## src/rtl/tuner_i2c_pkg.sv

```systemverilog
package tuner_i2c_pkg;
  localparam logic [4:0] DEV_CODE  = 5'b11000;
  localparam logic [1:0] ALWAYS_MA = 2'b01;

  typedef enum logic [2:0] {
    ST_IDLE, ST_RX, ST_ACK, ST_TX, ST_MACK
  } eng_st_t;

  typedef enum logic [1:0] {
    PH_FIRST, PH_FREQ_LO, PH_PORT
  } pair_ph_t;
endpackage

```

## src/rtl/i2c_line_sync.sv

```systemverilog
module i2c_line_sync #(
  parameter int STAGES = 2
) (
  input  logic clk,
  input  logic rst_n,
  input  logic scl_in,
  input  logic sda_in,
  output logic sda_lvl,
  output logic scl_rise,
  output logic scl_fall,
  output logic start_det,
  output logic stop_det
);
  logic [STAGES-1:0] scl_ff, sda_ff;
  logic scl_d, sda_d;
  logic scl_s, sda_s;

  assign scl_s = scl_ff[STAGES-1];
  assign sda_s = sda_ff[STAGES-1];

  always_ff @(posedge clk or negedge rst_n) begin
    if (!rst_n) begin
      scl_ff <= '1;
      sda_ff <= '1;
      scl_d  <= 1'b1;
      sda_d  <= 1'b1;
    end else begin
      scl_ff <= {scl_ff[STAGES-2:0], scl_in};
      sda_ff <= {sda_ff[STAGES-2:0], sda_in};
      scl_d  <= scl_s;
      sda_d  <= sda_s;
    end
  end

  assign sda_lvl   = sda_s;
  assign scl_rise  = scl_s & ~scl_d;
  assign scl_fall  = ~scl_s & scl_d;
  assign start_det = scl_s & scl_d & sda_d & ~sda_s;
  assign stop_det  = scl_s & scl_d & ~sda_d & sda_s;
endmodule

```

## src/rtl/i2c_byte_engine.sv

```systemverilog
module i2c_byte_engine
  import tuner_i2c_pkg::*;
(
  input  logic       clk,
  input  logic       rst_n,
  input  logic       sda_lvl,
  input  logic       scl_rise,
  input  logic       scl_fall,
  input  logic       start_det,
  input  logic       stop_det,
  input  logic [1:0] adr_sel,
  input  logic [7:0] status,
  output logic       sda_oe,
  output logic       wr_stb,
  output logic [7:0] wr_byte,
  output logic       sess_go,
  output logic       por_clr
);
  eng_st_t    st;
  logic [3:0] cnt;
  logic [7:0] sh, tx;
  logic       addr_ph, rd, rd_sess, mack;
  logic       hit;

  assign hit = (sh[7:3] == DEV_CODE) && ((sh[2:1] == adr_sel) || (sh[2:1] == ALWAYS_MA));

  always_ff @(posedge clk or negedge rst_n) begin
    if (!rst_n) begin
      st <= ST_IDLE; cnt <= '0; sh <= '0; tx <= '0;
      addr_ph <= 1'b0; rd <= 1'b0; rd_sess <= 1'b0; mack <= 1'b0;
      sda_oe <= 1'b0; wr_stb <= 1'b0; wr_byte <= '0; sess_go <= 1'b0; por_clr <= 1'b0;
    end else begin
      wr_stb  <= 1'b0;
      sess_go <= 1'b0;
      por_clr <= 1'b0;
      if (stop_det) begin
        st <= ST_IDLE;
        sda_oe <= 1'b0;
        por_clr <= rd_sess;
        rd_sess <= 1'b0;
      end else if (start_det) begin
        st <= ST_RX;
        addr_ph <= 1'b1;
        cnt <= '0;
        sda_oe <= 1'b0;
        rd_sess <= 1'b0;
      end else begin
        case (st)
          ST_RX: begin
            if (scl_rise && cnt != 4'd8) begin
              sh  <= {sh[6:0], sda_lvl};
              cnt <= cnt + 4'd1;
            end else if (scl_fall && cnt == 4'd8) begin
              if (addr_ph) begin
                if (hit) begin
                  sda_oe <= 1'b1;
                  st <= ST_ACK;
                  rd <= sh[0];
                  rd_sess <= sh[0];
                  sess_go <= ~sh[0];
                  addr_ph <= 1'b0;
                end else begin
                  st <= ST_IDLE;
                end
              end else begin
                wr_stb <= 1'b1;
                wr_byte <= sh;
                sda_oe <= 1'b1;
                st <= ST_ACK;
              end
            end
          end
          ST_ACK: begin
            if (scl_fall) begin
              if (rd) begin
                tx <= {status[6:0], 1'b0};
                sda_oe <= ~status[7];
                cnt <= 4'd1;
                st <= ST_TX;
              end else begin
                sda_oe <= 1'b0;
                cnt <= '0;
                st <= ST_RX;
              end
            end
          end
          ST_TX: begin
            if (scl_fall) begin
              if (cnt == 4'd8) begin
                sda_oe <= 1'b0;
                st <= ST_MACK;
              end else begin
                sda_oe <= ~tx[7];
                tx <= {tx[6:0], 1'b0};
                cnt <= cnt + 4'd1;
              end
            end
          end
          ST_MACK: begin
            if (scl_rise) begin
              mack <= ~sda_lvl;
            end else if (scl_fall) begin
              if (mack) begin
                tx <= {status[6:0], 1'b0};
                sda_oe <= ~status[7];
                cnt <= 4'd1;
                st <= ST_TX;
              end else begin
                st <= ST_IDLE;
              end
            end
          end
          default: ;
        endcase
      end
    end
  end

  // the POR clear strobe only ever follows a detected stop
  a_r9_clear_after_stop: assert property (@(posedge clk) disable iff (!rst_n)
    por_clr |-> $past(stop_det));
  // a stop always returns the engine to idle with the line released
  a_r7_stop_idle: assert property (@(posedge clk) disable iff (!rst_n)
    stop_det |=> (st == ST_IDLE && !sda_oe));
endmodule

```

## src/rtl/tuner_reg_file.sv

```systemverilog
module tuner_reg_file
  import tuner_i2c_pkg::*;
#(
  parameter int DIV_W  = 15,
  parameter int PORT_W = 6
) (
  input  logic              clk,
  input  logic              rst_n,
  input  logic              por_pulse,
  input  logic              wr_stb,
  input  logic [7:0]        wr_byte,
  input  logic              sess_go,
  input  logic              por_clr,
  output logic [DIV_W-1:0]  div_ratio,
  output logic              cp_hi,
  output logic              test_mode,
  output logic              cp_off,
  output logic              drv_off,
  output logic [PORT_W-1:0] port_en,
  output logic              por_flag
);
  localparam int HI_W = DIV_W - 8;

  pair_ph_t        ph;
  logic [HI_W-1:0] stage;

  always_ff @(posedge clk or negedge rst_n) begin
    if (!rst_n) begin
      ph <= PH_FIRST; stage <= '0; div_ratio <= '0;
      cp_hi <= 1'b0; test_mode <= 1'b0; cp_off <= 1'b0; drv_off <= 1'b0;
      port_en <= '0; por_flag <= 1'b1;
    end else if (por_pulse) begin
      ph <= PH_FIRST; stage <= '0; div_ratio <= '0;
      cp_hi <= 1'b0; test_mode <= 1'b0; cp_off <= 1'b0; drv_off <= 1'b0;
      port_en <= '0; por_flag <= 1'b1;
    end else begin
      if (por_clr) por_flag <= 1'b0;
      if (sess_go) begin
        ph <= PH_FIRST;
      end else if (wr_stb) begin
        case (ph)
          PH_FIRST: begin
            if (wr_byte[7]) begin
              cp_hi     <= wr_byte[6];
              test_mode <= wr_byte[5];
              cp_off    <= wr_byte[4];
              drv_off   <= wr_byte[0];
              ph        <= PH_PORT;
            end else begin
              stage <= wr_byte[HI_W-1:0];
              ph    <= PH_FREQ_LO;
            end
          end
          PH_FREQ_LO: begin
            div_ratio <= {stage, wr_byte};
            ph        <= PH_FIRST;
          end
          default: begin
            port_en <= {wr_byte[7:6], wr_byte[3:0]};
            ph      <= PH_FIRST;
          end
        endcase
      end
    end
  end

  // a power-on pulse wins over any clear and empties the outputs
  a_r10_por_wins: assert property (@(posedge clk) disable iff (!rst_n)
    por_pulse |=> (por_flag && port_en == '0 && div_ratio == '0));
  // the ratio never moves without a completed byte
  a_r3_div_only_on_byte: assert property (@(posedge clk) disable iff (!rst_n)
    (!wr_stb && !por_pulse) |=> $stable(div_ratio));
  // the ports never move without a completed byte
  a_r5_port_only_on_byte: assert property (@(posedge clk) disable iff (!rst_n)
    (!wr_stb && !por_pulse) |=> $stable(port_en));
endmodule

```

## src/rtl/tuner_i2c_slave.sv

```systemverilog
module tuner_i2c_slave
  import tuner_i2c_pkg::*;
#(
  parameter int SYNC_STAGES = 2,
  parameter int DIV_W       = 15,
  parameter int PORT_W      = 6
) (
  input  logic              clk,
  input  logic              rst_n,
  input  logic              scl_in,
  input  logic              sda_in,
  output logic              sda_oe,
  input  logic [1:0]        adr_sel,
  input  logic              por_pulse,
  input  logic              lock_in,
  input  logic [2:0]        port_lvl,
  input  logic [2:0]        adc_code,
  output logic [DIV_W-1:0]  div_ratio,
  output logic              cp_hi,
  output logic              test_mode,
  output logic              cp_off,
  output logic              drv_off,
  output logic [PORT_W-1:0] port_en
);
  logic       sda_lvl, scl_rise, scl_fall, start_det, stop_det;
  logic       wr_stb, sess_go, por_clr, por_flag;
  logic [7:0] wr_byte, status;

  assign status = {por_flag, lock_in, port_lvl, adc_code};

  i2c_line_sync #(.STAGES(SYNC_STAGES)) u_sync (
    .clk(clk), .rst_n(rst_n), .scl_in(scl_in), .sda_in(sda_in),
    .sda_lvl(sda_lvl), .scl_rise(scl_rise), .scl_fall(scl_fall),
    .start_det(start_det), .stop_det(stop_det)
  );

  i2c_byte_engine u_eng (
    .clk(clk), .rst_n(rst_n), .sda_lvl(sda_lvl), .scl_rise(scl_rise),
    .scl_fall(scl_fall), .start_det(start_det), .stop_det(stop_det),
    .adr_sel(adr_sel), .status(status), .sda_oe(sda_oe), .wr_stb(wr_stb),
    .wr_byte(wr_byte), .sess_go(sess_go), .por_clr(por_clr)
  );

  tuner_reg_file #(.DIV_W(DIV_W), .PORT_W(PORT_W)) u_regs (
    .clk(clk), .rst_n(rst_n), .por_pulse(por_pulse), .wr_stb(wr_stb),
    .wr_byte(wr_byte), .sess_go(sess_go), .por_clr(por_clr),
    .div_ratio(div_ratio), .cp_hi(cp_hi), .test_mode(test_mode),
    .cp_off(cp_off), .drv_off(drv_off), .port_en(port_en), .por_flag(por_flag)
  );
endmodule

```

## config.mk

```make
export PLATFORM = sky130hd
export DESIGN_NAME = tuner_i2c_slave
export DESIGN_NICKNAME = d
export VERILOG_FILES = /design/src/rtl/tuner_i2c_pkg.sv /design/src/rtl/i2c_line_sync.sv /design/src/rtl/i2c_byte_engine.sv /design/src/rtl/tuner_reg_file.sv /design/src/rtl/tuner_i2c_slave.sv
export SDC_FILE = /design/constraint.sdc
export NUM_CORES = 1
export LEC_CHECK = 0
export ABC_AREA = 1
export BUFFER_PORTS_ARGS = -buffer_cell sky130_fd_sc_hd__buf_2
export CORE_AREA = 2 2 107 129
export CTS_BUF_LIST = sky130_fd_sc_hd__clkbuf_8 sky130_fd_sc_hd__clkbuf_16
export DETAILED_ROUTE_END_ITERATION = 10
export DIE_AREA = 0 0 109 131
export GPL_TIMING_DRIVEN = 0
export MAX_ROUTING_LAYER = met4
export PLACE_DENSITY = 0.57
export SLEW_MARGIN = 20
export SYNTH_ARGS = -nofsm -noshare
export SYNTH_HDL_FRONTEND = slang
export SYNTH_HIERARCHICAL = 1
export SYNTH_SLANG_ARGS = --single-unit
export TNS_END_PERCENT = 5
```

## constraint.sdc

```tcl
create_clock -name clk -period 5.2 [get_ports clk]
set_input_delay 0.78 -clock clk [delete_from_list [all_inputs] [get_ports clk]]
set_output_delay 0.78 -clock clk [all_outputs]
set_load 0.005 [all_outputs]
```

* Word-level counts from Yosys, hierarchy flattened
Index checks and enable logic that the tools add are counted.
Word-level totals: register bits 80
Operators by class: bitwise logic cells 18, equality and inequality tests 38, reduce and logical (&&, ||, !) cells 35, mux-type cells 113, add/subtract/negate cells 1
Operators by type and width (number):
- $mux 1 | 63
- $mux 15 | 4
- $mux 8 | 7
- $mux 7 | 5
- $mux 4 | 8
- $mux 3 | 9
- $mux 6 | 4
- $ne 4x3->1 const B | 6
- $pmux 8 s3 | 1
- $reduce_and 4->1 | 5
- $mux 2 | 9
- $reduce_and 9->1 | 2
- $reduce_bool 3->1 | 6
- $pmux 4 s4 | 1
- $ne 3x2->1 const B | 5
- $reduce_bool 2->1 | 7
- $ne 2x1->1 const B | 6
- $ne 4x4->1 const B | 3
- $pmux 3 s4 | 1
- $not 1->1 | 11
- $ne 2x2->1 const B | 5
- $reduce_and 10->1 | 1
- $ne 3x3->1 const B | 3
- $reduce_and 8->1 | 1
- 21 further kinds | 32

* Depth between registers and ports, before layout
Gate-level depths: netlist of run 1.
word-level depth 10, depth in mapped cells 12, mapped depth without buffers 12

* Modules after synthesis
Netlist of run 1, hierarchy kept.
Modules (own cells, without submodules):
- i2c_byte_engine | instances 1, cells each 276, area an instance 2063.2 sq um
- tuner_reg_file | instances 1, cells each 181, area an instance 1569.0 sq um
- i2c_line_sync | instances 1, cells each 17, area an instance 198.9 sq um

* Worst setup path after synthesis of run 1
No wires, ideal clock.
kind reg-to-reg, start reg u_sync.scl_ff[1], end reg u_eng.st[1], data required time 5.084 ns, path buffers 1, slack 3.383 ns, data arrival time 1.701 ns, setup time 0.116 ns, cell stages (with the launch flop) 11, period minus slack after synthesis 1.817 ns, path through dfstp_2 > nand2_1 > nor2_1 > nor2_1 > buf_2 > nand3_1 > nand3_1 > nor2_4 > nand2_1 > nand2_1 > nand2_1
Between the ends: word-level cells in the longest chain between the ends 5, elaborated cells between the ends (all ways) 21
RTL lines:
- from (decl) | RTL line i2c_line_sync.sv:14 | logic [STAGES-1:0] scl_ff, sda_ff;
- from (signal assigned) | RTL line i2c_line_sync.sv:28 | scl_ff <= {scl_ff[STAGES-2:0], scl_in};
- $and 1x1->1 * (3 in series) | RTL line i2c_line_sync.sv:38 | assign start_det = scl_s & scl_d & sda_d & ~sda_s;
- net start_det | RTL line tuner_i2c_slave.sv:25 | logic sda_lvl, scl_rise, scl_fall, start_det, stop_det;
- $ne 4x4->1 (no source line), or another cell as far along
- $reduce_and 8->1 (no source line) / $mux 3 (equally long branches)
- to (signal assigned) | RTL line i2c_byte_engine.sv:29 | st <= ST_IDLE; cnt <= '0; sh <= '0; tx <= '0;
- to (signal assigned) | RTL line i2c_byte_engine.sv:37 | st <= ST_IDLE;
- to (signal assigned) | RTL line i2c_byte_engine.sv:42 | st <= ST_RX;
- to (decl) | RTL line i2c_byte_engine.sv:19 | eng_st_t st;
Mark *: on every way through the listed nets, which the timed path passes. The rest lies on a longest branch. A chain may end at the register's enable or synchronous reset.

* Worst setup path in the final report of run 1
start reg u_sync.scl_ff[1], end reg u_eng.st[0]
Same word-level chain as after synthesis.

==> results of run 1 <==
-- metrics by stage --
| step | setup WS [ns] | std cells | hold slack, ns | total power [mW] | cell area [sq um] |
|---|---|---|---|---|---|
| floorplan | 3.38 | 474 | 0.345 | 0.892 | 3830 |
| global placement | 2.79 | 681 | 0.346 | 0.955 | 4240 |
| detailed placement | 3.08 | 682 | 0.347 | 0.965 | 4270 |
| CTS | 3.07 | 698 | 0.355 | 1.58 | 4560 |
| global route | 2.85 | 698 | 0.358 | 1.66 | 4560 |
| finish | 3.08 | 698 | 0.355 | 1.56 | 4560 |
-- logic make-up (layout without fill, tap and decap cells) --
logic type / after synthesis / count (layout) / synth area share, %
AO/OA/AOI/OAI: 30 / 30 / 3.98
XOR/XNOR: 1 / 1 / 0.229
multiplexers: 6 / 6 / 1.57
buffers and inverters: 76 / 132 / 8.26
flip-flops: 79 / 79 / 51.8
AND/OR/NAND/NOR: 280 / 280 / 33.5
adder cells (fa/ha/maj): 2 / 2 / 0.653
-- power by group through the flow --
stage	Combinational, mW	Clock, mW	Sequential [mW]
global placement	0.224	0	0.731
floorplan	0.170	0	0.722
CTS	0.234	0.627	0.722
global route	0.271	0.655	0.731
detailed placement	0.233	0	0.733
finish	0.230	0.607	0.722
-- placed cells by master, fill, tap and decap left out, drive strengths merged --
master	Yosys	layout
nor4	1	1
nand3b	1	1
xnor2	1	1
o21ai	28	28
a21oi	1	1
mux2i	6	6
ha	2	2
nand3	61	61
clkinvlp	0	1
o31ai	1	1
and3	2	2
buf	11	51
nor2	42	42
clkinv	0	2
nand2	163	163
nand4	5	5
dfstp	7	7
dfrtp	72	72
clkbuf	0	10
inv	65	68
nor3	5	5
-- state kept, by name, summed over array words and instances, names as in the netlist, 2 cells and up --
register	count
u_sync/scl_ff	2
u_eng/st	3
u_eng/tx	7
u_eng/sh	8
u_regs/div_ratio	15
u_sync/sda_ff	2
u_eng/cnt	4
u_regs/ph	2
u_eng/wr_byte	8
u_regs/stage	7
u_regs/port_en	6
-- critical path, cell delays in order, from the launching register on --
cell	delay (ns)
dfstp_2	0.55
nand2_1	0.07
nor2_1	0.35
nor2_1	0.20
buf_2	0.22
nand3_1	0.10
nand3_1	0.14
nor2_4	0.16
nand2_1	0.11
nand2_1	0.07
nand2_1	0.05
-- metal layers --
layer	wire [um]	GRT usage [%]
met1	3530	14.2
met2	4120	23.5
met3	321	2.38
met4	161	4.98
met5	0	-
-- area by class of cell --
| cell class | instances | area [sq um] | area share [%] |
|---|---|---|---|
| Clock buffer | 10 | 239 | 5.24 |
| Multi-Input combinational cell | 319 | 1530 | 33.6 |
| Sequential cell | 79 | 1990 | 43.6 |
| Inverter | 65 | 244 | 5.35 |
| Buffer | 11 | 72.6 | 1.59 |
| Clock inverter | 6 | 51.3 | 1.13 |
| Tap cell | 168 | 210 | 4.61 |
| Timing Repair Buffer | 40 | 225 | 4.94 |
-- worst max-delay path by stage --
stage          cells after the start  slack, ns                  startpoint                      end
3_5_place_dp                      10       3.08  u_sync/scl_ff[1]$_DFF_PN1_  u_eng/st[1]$_DFFE_PN0P_
6_report                          10       3.08  u_sync/scl_ff[1]$_DFF_PN1_  u_eng/st[0]$_DFFE_PN0P_
4_1_cts                           10       3.07  u_sync/scl_ff[1]$_DFF_PN1_  u_eng/st[0]$_DFFE_PN0P_
5_1_grt                           10       2.85  u_sync/scl_ff[1]$_DFF_PN1_  u_eng/st[1]$_DFFE_PN0P_
2_1_floorplan                     10       3.38  u_sync/scl_ff[1]$_DFF_PN1_  u_eng/st[1]$_DFFE_PN0P_
3_3_place_gp                       1       2.79                       rst_n  u_eng/tx[3]$_DFFE_PN0P_
==> results.cfg, run 1 <==
[floorplan]
die_y_um = 131
fp.coreArea_sq_um = 13100
die_area_sq_um = 14300
start_util_pct = 29.3
die-width_um = 109
ioPinCount = 40
placement_rows = 46

[finish]
utilization_pct = 34.9
fill_cells = 1370
drive_gt1_share_pct = 19.2
syn_to_final_growth_pct = 18.9
antennaDiodeCount = 0
num-nets-final = 541

[logic_synthesis]
synth_seq_cells = 79
syn_nets = 490
ys_types = 29
ys_seq_area_share_pct = 51.8
synth_ff_type = dfrtp_1
synth_area_leaders = dfrtp_1 47%, nand2_1 16%, nand3_1 7.2%, inv_1 6.0%, dfstp_2 4.8%
yosys.area.top_type = dfrtp_1
synthMostInstantiatedCell = nand2_1
synth_top_area_share_pct = 47.0
synth_cells = 474
synth_edf_count = 0
syn_area_sq_um = 3830
ys.warnings.count = 6
synthTopCellsByCount = 159 x nand2_1, 72 x dfrtp_1, 61 x inv_1, 55 x nand3_1, 32 x nor2_1
async_flop_share_pct = 100
synth_area_per_cell_sq_um = 8.08

[power_and_ir_drop]
clock_power_share_pct = 39.0
p_int_mw = 1.11
swShare_pct = 29.1
p_leak_nw = 2.58
p_comb_share_pct = 14.7
p_per_area_nw_per_um2 = 342
p_seq_share_pct = 46.3
switching_power_mw = 0.453
ir_worst_vdd_uv = 188

[timing]
finalCritPeriodShare_pct = 40.8
tns_ns = 0
setup_viol = 0
hold_viol_final = 0
finClkSkew_ns = 0.00960
fin_crit_ns = 2.12
rsz0062_at_grt = no
timing.fmax_mhz = 472
worst_pin_slew_ns = 0.467
finalMaxSlewViolations = 0
relSlewSlack_pct = 68.9

[place]
hpwl_um = 6080
gp_congestion = 0.867
port_buffers = 39

[global_route]
grt_antenna_before_repair = 0
grt_overflow_total = 0
grt_pass1_wl_um = 14400
grt_util_all_layers_pct = 13.0
grt_max_degree = 46
grt_pass1_vias = 3190

[outcome]
status = complete, no violations

[clock_tree]
clk_pin_slew_worst_paths_ns = 0.06
cts_tree = built
cts.path.max_buffers = 2
htreeDepth = 3
numCtsBuffers = 9
postCtsHoldBufs = 0
postCtsSetupRepairBufs = 0
cts_resized = 0
cts_sinks = 79
cts-root-buf = clkbuf_16
clkLatencyLatePin_ns = 0.33

[routing]
routed_wl_um = 8130
detail_route.iter0.violations = 189
drtPass1Iterations = 4
drc = 0
viasPerCell = 4.48
antenna_left = 0
wl_per_cell_um = 11.7
route.vias.total = 3126

[critical_path]
cp-start-kind = register
crit_path_max_fanout = 10
worst_r2r_startpoint = u_sync/scl_ff[1]$_DFF_PN1_
critical_path_class = register to register
end_kind = register
cp.arrival_ns = 2.34
crit_required_ns = 5.42
timing.rr.end = u_eng/st[0]$_DFFE_PN0P_
regToRegSetupSlack_ns = 3.08
r2r_cells = 10

[worst_hold_path]
min_from = u_sync/scl_ff[0]$_DFF_PN1_
hold-path-cell-count = 0
hold_path_class = register to register
holdPathEnd = u_sync/scl_ff[1]$_DFF_PN1_

[flow_run]
cap_violations = 0
Power figures use the tool's default switching activity.
==> run 2, diff against run 1 <==
clock period = 2.15 ns   (was 5.2 ns; I/O delays follow)
==> results.cfg, run 2 (same netlist as run 1, synthesis figures left out) <==
[routing]
drc = 0
drtPass1Iterations = 4
routed_wl_um = 8190
route.vias.total = 3125
antenna_left = 0
detail_route.iter0.violations = 153
wl_per_cell_um = 11.7
viasPerCell = 4.47

[critical_path]
regToRegSetupSlack_ns = 0.23
r2r_cells = 10
cp-start-kind = register
critical_path_class = register to register
end_kind = register
timing.rr.end = u_eng/st[0]$_DFFE_PN0P_
crit_required_ns = 2.37
crit_path_max_fanout = 10
cp.arrival_ns = 2.15
worst_r2r_startpoint = u_sync/scl_ff[1]$_DFF_PN1_

[global_route]
grt_max_degree = 46
grt_pass1_vias = 3202
grt_pass1_wl_um = 14500
grt_util_all_layers_pct = 13.1
grt_overflow_total = 0
grt.busiest_layer = met2
use_met1_pct = 14.2
grt_antenna_before_repair = 0
use_met2_pct = 23.6
use_met3_pct = 2.38

[worst_hold_path]
holdPathEnd = u_sync/scl_ff[0]$_DFF_PN1_
min_from = scl_in
hold-path-cell-count = 1
hold_path_class = primary input to register

[floorplan]
die-width_um = 109
start_util_pct = 29.3
placement_rows = 46
ioPinCount = 40
die_y_um = 131
fp.coreArea_sq_um = 13100
die_area_sq_um = 14300

[timing]
finalWorstSetupSlack_ns = 0.228
tns_ns = 0
worst_pin_slew_ns = 0.464
timing.fmax_mhz = 520
finalMaxSlewViolations = 0
setup_viol = 0
rsz0062_at_grt = no
finClkSkew_ns = 0.00948
relSlewSlack_pct = 69.1
finalCritPeriodShare_pct = 89.4
fin_crit_ns = 1.92
hold_viol_final = 0

[place]
gp_congestion = 0.867
port_buffers = 39
hpwl_um = 6080
dp_slack_ns = 0.0296

[finish]
multi_input_area_sq_um = 1550
final_cell_mix = 159 x nand2_1, 72 x dfrtp_1, 61 x inv_1
antennaDiodeCount = 0
fill_cells = 1369
final-seq-area_sq_um = 1990
syn_to_final_growth_pct = 19.8
drive_gt1_share_pct = 19.8
reg.largest.list = u_regs/div_ratio x15, u_eng/sh x8, u_eng/wr_byte x8
largest_reg_flops = 15
final_common_cell = nand2_1
utilization_pct = 35.1
num-nets-final = 542
regMostFlops = u_regs/div_ratio

[clock_tree]
numCtsBuffers = 9
htreeDepth = 3
clk_pin_slew_worst_paths_ns = 0.06
cts_tree = built
clkLatencyLatePin_ns = 0.33
cts-root-buf = clkbuf_16
cts.path.max_buffers = 2
cts_sinks = 79

[outcome]
status = complete, no violations

[flow_run]
cap_violations = 0

[power_and_ir_drop]
p_per_area_nw_per_um2 = 823
ir_worst_vdd_uv = 455
p_leak_nw = 2.59
[run 2: changes by cell type in the layout (fill, tap and decap cells not counted), sizes merged]
cell | previous run | this run
dlygate4sd3 | 0 | 1
[run 2: routing by layer]
metal | vias to the layer above | part of all wire (%)
met3 | 15 | 4.0
met4 | 0 | 2.0
met5 | - | 0
met1 | 1447 | 44
met2 | 65 | 50
li1 | 1598 | -
[run 2: final cells by class]
class | count | area share [%]
clock inverters | 6 | 1.12
flip-flops and latches | 79 | 43.3
well taps | 168 | 4.58
plain buffers | 11 | 1.58
inverters | 65 | 5.32
clock buffers | 10 | 5.21
multi-input cells | 319 | 33.8
repair buffers | 41 | 5.13
[run 2: worst max path at each step]
stage | startpoint | to | cells after the start
finish | u_sync/scl_ff[1]$_DFF_PN1_ | u_eng/st[0]$_DFFE_PN0P_ | 10
global route | u_sync/scl_ff[1]$_DFF_PN1_ | u_eng/st[1]$_DFFE_PN0P_ | 10
floorplan | u_sync/scl_ff[1]$_DFF_PN1_ | u_eng/st[1]$_DFFE_PN0P_ | 10
global placement | u_sync/scl_ff[1]$_DFF_PN1_ | u_eng/st[2]$_DFFE_PN0P_ | 10
detailed placement | u_sync/scl_ff[1]$_DFF_PN1_ | u_eng/st[1]$_DFFE_PN0P_ | 10
CTS | u_sync/scl_ff[1]$_DFF_PN1_ | u_eng/st[0]$_DFFE_PN0P_ | 10
[run 2: where the power goes]
group | internal [mW] | leakage [nW] | switching, mW
clock | 0.830 | 0.140 | 0.638
sequential | 1.63 | 1.05 | 0.113
combinational | 0.212 | 1.40 | 0.351
[run 2: per-stage QoR]
step	instances	power (mW)	hold WS [ns]	area (sq um)
4_1_cts	699	3.83	0.0813	4570
5_1_grt	699	4.02	0.0822	4590
6_report	699	3.78	0.0899	4590
3_3_place_gp	681	2.31	0.346	4240
3_5_place_dp	682	2.34	0.310	4270
2_1_floorplan	474	2.16	0.0269	3830
[run 2: worst max-delay path: stages, from the launching register on]
cell and delay (ns):
dfstp_2 0.55, nand2_1 0.13, nor2_4 0.22, nor2_2 0.10, buf_2 0.19, nand3_1 0.10
nand3_1 0.14, nor2_4 0.16, nand2_1 0.11, nand2_1 0.07, nand2_1 0.05
[run 2: repair_timing]
item | CTS | global route
endpoints found under the setup margin | 0 | 11
setup buffers | 0 | 0
resized for setup | 0 | 6
hold buffers | 1 | 0
endpoints found under the hold margin | 34 | 0
==> run 3, diff against run 2 <==
BUFFER_PORTS_ARGS = -buffer_cell sky130_fd_sc_hd__clkbuf_2   (was -buffer_cell sky130_fd_sc_hd__buf_2)
CAP_MARGIN = 20   (was unset)
==> results.cfg, run 3 (same netlist as run 1, synthesis figures left out) <==
[outcome]
status = complete, no violations

[clock_tree]
numCtsBuffers = 9
cts.path.max_buffers = 2
cts_sinks = 79
clk_pin_slew_worst_paths_ns = 0.06
clkLatencyLatePin_ns = 0.34
cts-root-buf = clkbuf_16
postCtsSetupRepairBufs = 0
postCtsHoldBufs = 0
cts_tree = built
htreeDepth = 3

[global_route]
grt_util_all_layers_pct = 13.6
grt_pass1_wl_um = 15100
grt_pass1_vias = 3221
grt_overflow_total = 0
grt_antenna_before_repair = 0
grt_max_degree = 51

[timing]
finClkSkew_ns = 0.00985
finalCritPeriodShare_pct = 91.0
relSlewSlack_pct = 52.9
fin_crit_ns = 1.96
whs_ns = 0.0587
rsz0062_at_grt = no
setup_viol = 0
finalMaxSlewViolations = 0
hold_viol_final = 0
timing.fmax_mhz = 511
worst_pin_slew_ns = 0.707

[critical_path]
worst_r2r_startpoint = u_sync/scl_ff[1]$_DFF_PN1_
crit_end = u_eng/st[1]$_DFFE_PN0P_
timing.rr.end = u_eng/st[1]$_DFFE_PN0P_
r2r_cells = 10
slowest_stage = dfstp_2
cp.depth = 10
crit_chain = nand2_1 > nor2_2 > nor2_2 > buf_2 > nand3_1 > nand3_1 > nor2_4 > nand2_1 > nand2_1 > nand2_1
crit_required_ns = 2.37
end_kind = register
cp-start-kind = register
startpoint = u_sync/scl_ff[1]$_DFF_PN1_
crit_path_frequent_cell = nand2_1
crit_path_max_fanout = 10
cpLargestDelayFamily = simple AND/OR/NAND/NOR gates
crit_path_max_incr_delay_ns = 0.55
critical_path_class = register to register
regToRegSetupSlack_ns = 0.19
cp.arrival_ns = 2.18
crit_buf_inv = 1

[finish]
antennaDiodeCount = 0
drive_gt1_share_pct = 19.6
syn_to_final_growth_pct = 20.0
final_common_cell = nand2_1
largest_reg_flops = 15
num-nets-final = 541
final_cell_mix = 159 x nand2_1, 72 x dfrtp_1, 62 x inv_1
fin_area_sq_um = 4600
regMostFlops = u_regs/div_ratio
reg.largest.list = u_regs/div_ratio x15, u_eng/sh x8, u_eng/wr_byte x8

[power_and_ir_drop]
p_leak_nw = 2.58
p_seq_share_pct = 44.3
p_per_area_nw_per_um2 = 858
ir_worst_vdd_uv = 405
clock_power_share_pct = 41.6
switching_power_mw = 1.08
swShare_pct = 27.4
design_power_total_mw = 3.94
p_comb_share_pct = 14.0
p_int_mw = 2.86

[floorplan]
ioPinCount = 40
placement_rows = 46
die-width_um = 109
die_y_um = 131
fp.coreArea_sq_um = 13100
die_area_sq_um = 14300
start_util_pct = 29.3

[routing]
antenna_left = 0
route.vias.total = 3133
drtPass1Iterations = 7
viasPerCell = 4.49
wl_per_cell_um = 11.8
detail_route.iter0.violations = 239
drc = 0
routed_wl_um = 8240

[worst_hold_path]
hold_path_class = primary input to asynchronous set/reset pin

[place]
gp_congestion = 0.859
port_buffers = 39
place_area_sq_um = 4260
hpwl_um = 6070

[flow_run]
cap_violations = 0
run 3: layout make-up:
type	count	area [sq um]
Multi-Input combinational cell	319	1550
Clock buffer	9	225
Inverter	65	244
Fill cell	1371	8470
Buffer	11	72.6
Sequential cell	79	1990
Timing Repair Buffer	40	218
Tap cell	168	210
Clock inverter	7	95.1
run 3: metal layers:
layer	share of wire, %	global-route usage (%)	wire length (um)	up-vias
met3	4.4	2.73	365	14
li1	-	-	-	1593
met4	1.6	3.85	136	0
met2	51	23.8	4180	70
met1	43	15.6	3570	1456
met5	0	-	0	-
run 3: per-stage QoR:
stage                     instances  utilization, %  setup slack (ns)  setup TNS [ns]
after floorplan                 474               -             0.333               0
final                           698            35.2             0.194               0
after global routing            698            35.2           0.00852               0
after detailed placement        682            32.6            0.0353               0
after CTS                       698            35.1            0.0312               0
after global placement          681            32.4           -0.0103          -0.337
run 3: timing repair:
| action | CTS | global route |
|---|---|---|
| hold endpoints to repair | 0 | 0 |
| gates resized for setup | 0 | 5 |
| endpoints found under the setup margin | 0 | 18 |
run 3: worst min-delay path by stage:
stage                                          start                         endpoint  slack [ns]  cells after the start
final                                          rst_n  u_regs/div_ratio[2]$_DFFE_PN0P_        0.06                      1
after global routing                          sda_in       u_sync/sda_ff[0]$_DFF_PN1_        0.06                      1
after CTS                                     scl_in       u_sync/scl_ff[0]$_DFF_PN1_        0.06                      1
after detailed placement  u_sync/sda_ff[0]$_DFF_PN1_       u_sync/sda_ff[1]$_DFF_PN1_        0.35                      0
after global placement    u_sync/scl_ff[0]$_DFF_PN1_       u_sync/scl_ff[1]$_DFF_PN1_        0.35                      0
after floorplan                                rst_n        u_eng/addr_ph$_DFFE_PN0P_        0.03                      0
run 3: power by group through the flow:
stage,clock (mW),sequential [mW],combinational (mW)
global route,1.75,1.77,0.664
floorplan,0,1.75,0.410
detailed placement,0,1.77,0.559
global placement,0,1.77,0.542
finish,1.64,1.75,0.554
CTS,1.69,1.75,0.560
